### src/rtl/wdt_pkg.sv
package wdt_pkg;
  localparam int ADDR_W   = 5;
  localparam int DATA_W   = 16;
  localparam int CNT_W    = 10;
  localparam int MIN_INIT = 4;

  localparam logic [ADDR_W-1:0] OFS_RELOAD = 5'h00;
  localparam logic [ADDR_W-1:0] OFS_STAT1  = 5'h04;
  localparam logic [ADDR_W-1:0] OFS_STAT2  = 5'h06;
  localparam logic [ADDR_W-1:0] OFS_CTRL   = 5'h08;
  localparam logic [ADDR_W-1:0] OFS_INIT   = 5'h12;

  localparam int BIT_TMO1     = 3;
  localparam int BIT_TMO2     = 1;
  localparam int BIT_BOOT     = 2;
  localparam int BIT_HALT     = 11;
  localparam int BIT_NOREBOOT = 0;

  localparam logic [DATA_W-1:0] RELOAD_CMD = 16'h0001;

  typedef struct packed {
    logic tmo1;
    logic tmo2;
    logic boot;
  } wdt_status_t;
endpackage

### src/rtl/wdt_tick_gen.sv
module wdt_tick_gen #(
  parameter int unsigned DIV = 4
) (
  input  logic clk,
  input  logic rst_n,
  output logic tick_o
);
  generate
    if (DIV <= 1) begin : g_pass
      assign tick_o = 1'b1;
    end else begin : g_div
      localparam int W = $clog2(DIV);
      localparam logic [W-1:0] LAST = W'(DIV - 1);
      logic [W-1:0] cnt_q;

      always_ff @(posedge clk or negedge rst_n) begin
        if (!rst_n)             cnt_q <= '0;
        else if (cnt_q == LAST) cnt_q <= '0;
        else                    cnt_q <= cnt_q + 1'b1;
      end

      assign tick_o = (cnt_q == LAST);

      AST_TICK_SPACING: assert property (@(posedge clk) disable iff (!rst_n)
        tick_o |=> !tick_o);
    end
  endgenerate
endmodule

### src/rtl/wdt_down_counter.sv
module wdt_down_counter #(
  parameter int CW = 10,
  parameter int RESET_INIT = 50
) (
  input  logic          clk,
  input  logic          rst_n,
  input  logic          tick_i,
  input  logic          run_i,
  input  logic          reload_i,
  input  logic [CW-1:0] init_i,
  output logic [CW-1:0] count_o,
  output logic          expire_o
);
  logic [CW-1:0] count_q;
  logic          at_zero;

  assign at_zero  = (count_q == '0);
  assign expire_o = tick_i && run_i && at_zero && !reload_i;
  assign count_o  = count_q;

  always_ff @(posedge clk or negedge rst_n) begin
    if (!rst_n)              count_q <= CW'(RESET_INIT);
    else if (reload_i)       count_q <= init_i;
    else if (tick_i && run_i) count_q <= at_zero ? init_i : count_q - 1'b1;
  end

  AST_HALT_FREEZE: assert property (@(posedge clk) disable iff (!rst_n)
    (!run_i && !reload_i) |=> $stable(count_q));
  AST_RELOAD_LOADS: assert property (@(posedge clk) disable iff (!rst_n)
    reload_i |=> (count_q == $past(init_i)));
endmodule

### src/rtl/wdt_reset_pulse.sv
module wdt_reset_pulse #(
  parameter int LEN = 16
) (
  input  logic clk,
  input  logic rst_n,
  input  logic fire_i,
  output logic active_o
);
  localparam int W = $clog2(LEN + 1);
  logic [W-1:0] left_q;

  always_ff @(posedge clk or negedge rst_n) begin
    if (!rst_n)              left_q <= '0;
    else if (fire_i)         left_q <= W'(LEN);
    else if (left_q != '0)   left_q <= left_q - 1'b1;
  end

  assign active_o = (left_q != '0);

  AST_PULSE_START: assert property (@(posedge clk) disable iff (!rst_n)
    fire_i |=> active_o);
endmodule

### src/rtl/wdt_twostage.sv
module wdt_twostage
  import wdt_pkg::*;
#(
  parameter int unsigned TICK_DIV = 75000000,
  parameter int RESET_INIT = 50,
  parameter int PULSE_LEN  = 16
) (
  input  logic              clk,
  input  logic              rst_n,
  input  logic              req_valid,
  input  logic              req_write,
  input  logic [ADDR_W-1:0] req_addr,
  input  logic [DATA_W-1:0] req_wdata,
  output logic              rd_valid,
  output logic [DATA_W-1:0] rd_data,
  output logic              sys_rst_req
);
  logic              tick;
  logic              wr_c, rd_c, reload_c, expire_c, second_c, fire_c;
  logic              halt_q, noreboot_q;
  logic [CNT_W-1:0]  init_q, count;
  wdt_status_t       st_q;
  logic              clr1_c, clr2_c, clrb_c;
  logic [DATA_W-1:0] rd_next;

  assign wr_c     = req_valid && req_write;
  assign rd_c     = req_valid && !req_write;
  assign reload_c = wr_c && (req_addr == OFS_RELOAD) && (req_wdata == RELOAD_CMD);

  wdt_tick_gen #(.DIV(TICK_DIV)) u_tick (
    .clk(clk), .rst_n(rst_n), .tick_o(tick));

  wdt_down_counter #(.CW(CNT_W), .RESET_INIT(RESET_INIT)) u_cnt (
    .clk(clk), .rst_n(rst_n), .tick_i(tick), .run_i(!halt_q),
    .reload_i(reload_c), .init_i(init_q), .count_o(count), .expire_o(expire_c));

  assign second_c = expire_c && st_q.tmo1;
  assign fire_c   = second_c && !st_q.tmo2 && !noreboot_q;

  wdt_reset_pulse #(.LEN(PULSE_LEN)) u_pulse (
    .clk(clk), .rst_n(rst_n), .fire_i(fire_c), .active_o(sys_rst_req));

  // control and initial value
  always_ff @(posedge clk or negedge rst_n) begin
    if (!rst_n) begin
      halt_q     <= 1'b1;
      noreboot_q <= 1'b0;
      init_q     <= CNT_W'(RESET_INIT);
    end else if (wr_c) begin
      if (req_addr == OFS_CTRL) begin
        halt_q     <= req_wdata[BIT_HALT];
        noreboot_q <= req_wdata[BIT_NOREBOOT];
      end
      if ((req_addr == OFS_INIT) && (req_wdata[CNT_W-1:0] >= CNT_W'(MIN_INIT)))
        init_q <= req_wdata[CNT_W-1:0];
    end
  end

  // sticky status, set wins over clear
  assign clr1_c = wr_c && (req_addr == OFS_STAT1) && req_wdata[BIT_TMO1];
  assign clr2_c = wr_c && (req_addr == OFS_STAT2) && req_wdata[BIT_TMO2];
  assign clrb_c = wr_c && (req_addr == OFS_STAT2) && req_wdata[BIT_BOOT];

  always_ff @(posedge clk or negedge rst_n) begin
    if (!rst_n) begin
      st_q <= '0;
    end else begin
      st_q.tmo1 <= (expire_c && !st_q.tmo1) || (st_q.tmo1 && !clr1_c);
      st_q.tmo2 <= second_c || (st_q.tmo2 && !clr2_c);
      st_q.boot <= fire_c   || (st_q.boot && !clrb_c);
    end
  end

  // read path
  always_comb begin
    rd_next = '0;
    unique case (req_addr)
      OFS_RELOAD: rd_next[CNT_W-1:0]   = count;
      OFS_STAT1:  rd_next[BIT_TMO1]    = st_q.tmo1;
      OFS_STAT2: begin
        rd_next[BIT_TMO2] = st_q.tmo2;
        rd_next[BIT_BOOT] = st_q.boot;
      end
      OFS_CTRL: begin
        rd_next[BIT_HALT]     = halt_q;
        rd_next[BIT_NOREBOOT] = noreboot_q;
      end
      OFS_INIT:   rd_next[CNT_W-1:0]   = init_q;
      default:    rd_next = '0;
    endcase
  end

  always_ff @(posedge clk or negedge rst_n) begin
    if (!rst_n) begin
      rd_valid <= 1'b0;
      rd_data  <= '0;
    end else begin
      rd_valid <= rd_c;
      if (rd_c) rd_data <= rd_next;
    end
  end

  AST_FIRST_EXPIRY: assert property (@(posedge clk) disable iff (!rst_n)
    (expire_c && !st_q.tmo1) |=> st_q.tmo1);
  AST_RST_NEEDS_T2: assert property (@(posedge clk) disable iff (!rst_n)
    $rose(sys_rst_req) |-> (st_q.tmo2 && st_q.boot));
  AST_NOREBOOT_GATE: assert property (@(posedge clk) disable iff (!rst_n)
    $rose(sys_rst_req) |-> !$past(noreboot_q));
  AST_INIT_FLOOR: assert property (@(posedge clk) disable iff (!rst_n)
    init_q >= CNT_W'(MIN_INIT));
  AST_READ_LATENCY: assert property (@(posedge clk) disable iff (!rst_n)
    rd_c |=> rd_valid);
endmodule

### config.mk
export PLATFORM = sky130hd
export DESIGN_NAME = wdt_twostage
export DESIGN_NICKNAME = d
export VERILOG_FILES = /design/src/rtl/wdt_pkg.sv /design/src/rtl/wdt_tick_gen.sv /design/src/rtl/wdt_down_counter.sv /design/src/rtl/wdt_reset_pulse.sv /design/src/rtl/wdt_twostage.sv
export SDC_FILE = /design/constraint.sdc
export NUM_CORES = 1
export LEC_CHECK = 0
export ABC_AREA = 1
export BUFFER_PORTS_ARGS = -buffer_cell sky130_fd_sc_hd__buf_2
export CAP_MARGIN = 20
export CORE_ASPECT_RATIO = 0.8
export CORE_UTILIZATION = 30
export CTS_BUF_LIST = sky130_fd_sc_hd__clkbuf_16
export DETAILED_ROUTE_END_ITERATION = 8
export GPL_TIMING_DRIVEN = 0
export SKIP_LAST_GASP = 1
export SLEW_MARGIN = 20
export SYNTH_ARGS = -nofsm -noshare
export SYNTH_HDL_FRONTEND = slang
export SYNTH_SLANG_ARGS = --single-unit
### constraint.sdc
create_clock -name clk -period 3.9 [get_ports clk]
set_input_delay 0.195 -clock clk [delete_from_list [all_inputs] [get_ports clk]]
set_output_delay 0.195 -clock clk [all_outputs]
set_load 0.005 [all_outputs]
* Word-level counts from Yosys, hierarchy flattened
Cells that the tools add are included.
** Storage, ports and cells
- Logic and storage cells :: 71
- Register bits :: 69
- Output and inout bits :: 18
- Bits of input ports :: 25
** Cells by class
- Reductions and logical operators :: 39
- Muxes and demuxes :: 11
- Equality and inequality tests :: 6
- $add $sub $neg :: 3
- Order comparisons :: 1
** Operators with widths (number)
- 2-to-1 mux 10 bit :: 3
- adder 27 x 1 -> 27 bit (second input constant) :: 1
- equality test 27 bit (second input constant) :: 1
- 2-to-1 mux 27 bit :: 1
- logical AND 1 bit :: 20
- equality test 16 x 1 -> 1 bit (second input constant) :: 1
- one-hot mux 6 bit (2 select lines) :: 1
- equality test 5 x 3 -> 1 bit (second input constant) :: 2
- >= comparator 10 x 3 -> 1 bit (second input constant) :: 1
- zero test 10 bit :: 1
- 2-to-1 mux 5 bit :: 2
- subtractor 10 x 1 -> 10 bit (second input constant) :: 1
- zero test 1 bit :: 9
- one-hot mux 1 bit (3 select lines) :: 2
- one-hot mux 2 bit (3 select lines) :: 1
- equality test 5 x 4 -> 1 bit (second input constant) :: 1
- equality test 5 bit (second input constant) :: 1
- zero test 5 bit :: 1
- nonzero test 5 bit :: 1
- subtractor 5 x 1 -> 5 bit (second input constant) :: 1
- AND reduction 2 bit :: 2
- nonzero test 2 bit :: 2
- logical OR 1 bit :: 3
- 2-to-1 mux 1 bit :: 1

* Logic depth before layout (Yosys ltp)
- Depth in word-level cells :: 9
- Mapped depth :: 12
- Depth with buffers taken out :: 12

* Cells and area by module
Synthesis repeated with hierarchy kept, for this count alone.
** Unflattened totals
- Cells, all modules :: 597
- Area, all modules :: 4327.9 um^2
** By module, submodules not included
- wdt_tick_gen :: instances 1, cells each 252, seq. area each 675.6 um^2, area an instance 1737.9 um^2
- wdt_twostage :: instances 1, cells each 183, seq. area each 680.7 um^2, area an instance 1428.9 um^2
- wdt_down_counter :: instances 1, cells each 129, seq. area each 254.0 um^2, area an instance 900.9 um^2
- wdt_reset_pulse :: instances 1, cells each 33, seq. area each 125.1 um^2, area an instance 260.2 um^2

* Worst setup path after synthesis
OpenSTA, ideal clock, no wires.
- Path type :: reg-to-reg
- From :: reg u_cnt.count_q[0] (netlist: u_cnt.count_o[0])
- To :: reg u_pulse.left_q[0]
- Slack :: 2.306 ns
- Arrival time :: 1.481 ns
- Required time :: 3.787 ns
- Stages on the path, launching flop included :: 12
- Clock period less this slack :: 1.594 ns
- Setup time :: 0.113 ns
- Path buffers :: 0
- Path through :: dfrtp_1 inv_1 ha_1 nand2_2 nor2_4 nand2_4 clkinv_2 nand2_2 nor2_4 nand3_4 nand2_1 inv_1
** On the way
- Longest elaborated chain between the ends :: 7
- Elaborated cells on any way between the ends :: 8
- Those cells by class :: 1 x mux; 7 x reduce/logical
** RTL lines
- from (decl) :: line wdt_down_counter.sv:14 : logic [CW-1:0] count_q;
- from (signal assigned) :: line wdt_down_counter.sv:22 : if (!rst_n) count_q <= CW'(RESET_INIT);
- from (signal assigned) :: line wdt_down_counter.sv:23 : else if (reload_i) count_q <= init_i;
- from (signal assigned) :: line wdt_down_counter.sv:24 : else if (tick_i && run_i) count_q <= at_zero ? init_i : count_q - 1'b1;
- zero test 10 bit (*) :: line wdt_down_counter.sv:17 : assign at_zero = (count_q == '0);
- logical AND 1 bit (*) (2 in series) :: line wdt_down_counter.sv:18 : assign expire_o = tick_i && run_i && at_zero && !reload_i;
- logical AND 1 bit (*) :: line wdt_twostage.sv:37 : assign second_c = expire_c && st_q.tmo1;
- logical AND 1 bit (*) (2 in series) :: line wdt_twostage.sv:38 : assign fire_c = second_c && !st_q.tmo2 && !noreboot_q;
- 2-to-1 mux 5 bit or nonzero test 2 bit (tied branches)
- to (signal assigned) :: line wdt_reset_pulse.sv:14 : else if (fire_i) left_q <= W'(LEN);
- to (signal assigned) :: line wdt_reset_pulse.sv:15 : else if (left_q != '0) left_q <= left_q - 1'b1;
- to (decl) :: line wdt_reset_pulse.sv:10 : logic [W-1:0] left_q;
Every way passes the cells marked *; elsewhere a longest branch is shown, timed or not.
A chain may end at the register's enable or synchronous reset.

* Worst setup path in the final report
- From :: reg u_tick.g_div.cnt_q[0]
- To :: reg u_tick.g_div.cnt_q[14]
** On the way
- Longest elaborated chain between the ends :: 2
- Elaborated cells on any way between the ends :: 3
- Those cells by class :: 1 x add/sub; 1 x eq/ne; 1 x mux
** RTL lines
- from (decl) :: line wdt_tick_gen.sv:14 : logic [W-1:0] cnt_q;
- from (signal assigned) :: line wdt_tick_gen.sv:19 : else cnt_q <= cnt_q + 1'b1;
- adder 27 x 1 -> 27 bit or equality test 27 bit (tied branches) :: line wdt_tick_gen.sv:19, wdt_tick_gen.sv:18
- 2-to-1 mux 27 bit (*) :: line wdt_tick_gen.sv:18 : else if (cnt_q == LAST) cnt_q <= '0;
Marked as above.

==> impl_results.md <==
* Die X at 132 µm
* Primary FF master, synth: dfrtp_1
* Post-CTS sizing at 0
* Synth area leaders: dfrtp_1 (38%), nand2_1 (13%), inv_1 (7.9%), nor2_1 (6.3%), dfstp_2 (4.5%)
* Core ar. at about 13,000 µm²
* Synth unique cells at 37
* Cells after Synth at 552
* Worst-path clk slew at about 0.05 ns
* Vias in the first global route at ~3,500
* Most numerous cell in the Yosys netlist: nand2_1
* Synth area leader: dfrtp_1
* Pin count of the biggest net entering global routing at 56
* Drt first pass iters at 5
* IO Port Bufs at 37
* Total global-route track usage at ~16%
* Initial Util at just over 30%
* Worst Path Required at 4.13 ns
* Minimum clock period at 1.87 ns
* CP Max Fanout at 7
* Average cell area after synthesis at ~7.4 µm²
* Layout overhead on the synthesized area at 17.5%
* Critical path's slowest cell: dfrtp_1
* Final antenna-violating net count at 0
* YS warnings at 0
* Gpl congestion at between 0.9 and 1
* Register bit count reported by yosys at 69
* CP arrival at roughly 2.1 ns
* Critical Path Most Common Cell: nand2_1
* Status: completed
* Layout cells sized above 1 at between 10% and 20%
* Critical Path Sink Type: flop
* Slew headroom at 59.5%
* Deepest clock path buffer count at 2
* Routed wire per std cell at 13.1 µm
* Cell area power density at approximately 330 nW/µm²
* FMAX at 534 MHz
* Initial antenna violation count at 0
* Asr flop ratio synth at 100%
* Layout Cells excl Fill at approximately 790
* CP max stage delay at around 0.4 ns
* Tcrit/Tclk final at 48.0%
* Row count at 37
* Power Total at about 1.6 mW
* Max Slew Vio Count at 0
* Iteration-0 DRC Markers at roughly 240
* IO Pins at 43
* Crit path cell chain: ha_1, nand3_2, clkinv_2, nand2_1, nor2_2, nand2_1, inv_1, a21oi_1, o21a_1
* Critical path type: reg -> reg
* Reg2reg path depth at 9
* Clk Latency, worst-skew pair at roughly 0.34 ns
* Leakage at approximately 2.3 nW
* Detailed-placement wirelength estimate at 7.83 mm
* Synth cell count leaders: nand2_1 (136), inv_1 (86), nor2_1 (68)
* Max cap viols at 0
* Sequential share of the synthesized area at 42.7%
* Worst setup SP type: flop
* RSZ-0062 raised after global routing: false
* Slew @ Worst Pin at just over 0.6 ns
* Total grt overflow at 0
* Placed Cells at 769
* CTS tree: done
* Vias at approximately 3,700
* First-pass GRT wire length at between 15 and 20 mm
* CTS Root Cell: clkbuf_16
* Clk sinks at 69
* Synth top area share at about two fifths
* Final wirelength at 10.3 mm
* # setup viols final at 0
* DRC viols at 0
* Clk_skew at about 0.006 ns
* Hold Vio Cnt, Final at 0
* H-tree depth at 3
* Die area at 14,000 µm²
* Hold path cells at 3
* Setup TNS Final at 0 ns
* Syn Std Cell Area at around 4100 µm²
* VDD IR max at roughly 0.22 mV
* Hold WC Path Type: in -> reg
* Total CTS buffers at 9
* Post-synth EDFFs at 0
* Post-layout nets at 635
* Postcts setup bufs at 0
* ANT cells at 0
* Via-to-Cell Ratio at roughly 4.7
* DIE HEIGHT at about 110 µm
[worst paths after layout]
path / startpoint / to / slack, ns
worst max-delay path: u_tick.g_div.cnt_q[0] / u_tick.g_div.cnt_q[14] / 2.03
worst min-delay path: req_wdata[5] / init_q[5] / 0.09
worst max register to register: u_tick.g_div.cnt_q[0] / u_tick.g_div.cnt_q[14] / 2.03
worst min register to register: init_q[1] / init_q[1] / 0.48
max in group asynchronous: rst_n / u_cnt.count_o[1] / 3.03
min in group asynchronous: rst_n / st_q[2] / 0.26
[cell families (layout without fill, tap and decap cells)]
family,after synthesis,in the layout,synth area share (%)
and+or+nand+nor,298,298,33.5
buffers and inverters,97,151,9.54
DFF,69,69,42.7
AOI/OAI and AO/OA,60,60,7.91
xor gates and xnor gates,22,22,4.74
adders and majority gates,4,4,1.23
other,1,5,0.0923
muxes,1,1,0.246
[sequential cells by signal, summed over array words and instances (netlist names)]
register / count
rd_data: 11
st_q: 3
rd_valid: 1
halt_q: 1
u_pulse.left_q: 5
u_cnt.count_o: 10
u_tick.g_div.cnt_q: 27
init_q: 10
noreboot_q: 1
[metrics by stage]
step / hold slack (ns) / area, µm² / worst slack, ns / utilization, %
final: 0.0945 / 4770 / 2.03 / 36.6
after global routing: 0.111 / 4770 / 1.88 / 36.6
after CTS: 0.0882 / 4770 / 2.01 / 36.6
after detailed placement: 0.0759 / 4510 / 2.02 / 34.6
after global placement: 0.437 / 4480 / 2.08 / 34.3
after floorplan: -0.101 / 4080 / 2.31 / -
[layout by cell type (no fill, tap or decap), types with 3 or more instances in the layout]
| cell type | n |
|---|---|
| nand2_1 | 136 |
| inv_1 | 88 |
| nor2_1 | 68 |
| dfrtp_1 | 62 |
| buf_2 | 38 |
| nand3_1 | 33 |
| a21oi_1 | 24 |
| nor3_1 | 22 |
| xor2_1 | 19 |
| o21ai_0 | 19 |
| nand4_1 | 10 |
| clkbuf_16 | 9 |
| nand2_2 | 7 |
| o21ai_1 | 7 |
| dfstp_2 | 7 |
| buf_4 | 6 |
| nor2_2 | 5 |
| conb_1 | 5 |
| nand3_2 | 4 |
| clkinv_2 | 4 |
| a31oi_1 | 4 |
| ha_1 | 4 |
| nor3_2 | 3 |
| xnor2_1 | 3 |
| nor2_4 | 3 |
| o21a_1 | 3 |
[report_power, final]
group          switching, mW  internal, mW  leakage, nW
logic                 0.0664        0.0420         1.33
clock network          0.296         0.415        0.133
registers             0.0170         0.747        0.868
[layout make-up]
class,instances,area [µm²]
Tap cell,175,219
Buffer,8,51.3
Inverter,89,337
Sequential cell,69,1740
Fill cell,1400,8280
Timing Repair Buffer,39,225
Multi-Input combinational cell,390,1960
Clock inverter,6,25.0
Clock buffer,9,225
[critical path, delay by kind of cell (launching register included)]
family                   cells  cell delay, ns
buffers and inverters        2            0.39
AO/OA/AOI/OAI                2            0.18
AND/OR/NAND/NOR              4            0.56
adder cells (fa/ha/maj)      1            0.23
flip-flops                   1            0.40
[metal layers]
layer	part of all wire (%)	GRT usage [%]	vias to the layer above	wire length (µm)
met5	0	0	-	0
met4	1.9	7.89	0	192
met3	4.4	2.53	16	450
li1	-	-	1831	-
met1	53	22.9	1712	5410
met2	41	22.3	99	4240
[what timing repair did]
action	in CTS	in global routing
endpoints found under the setup margin	0	0
hold buffers	1	0
endpoints found under the hold margin	14	0
Note: power is estimated with default switching activity, not from simulation.
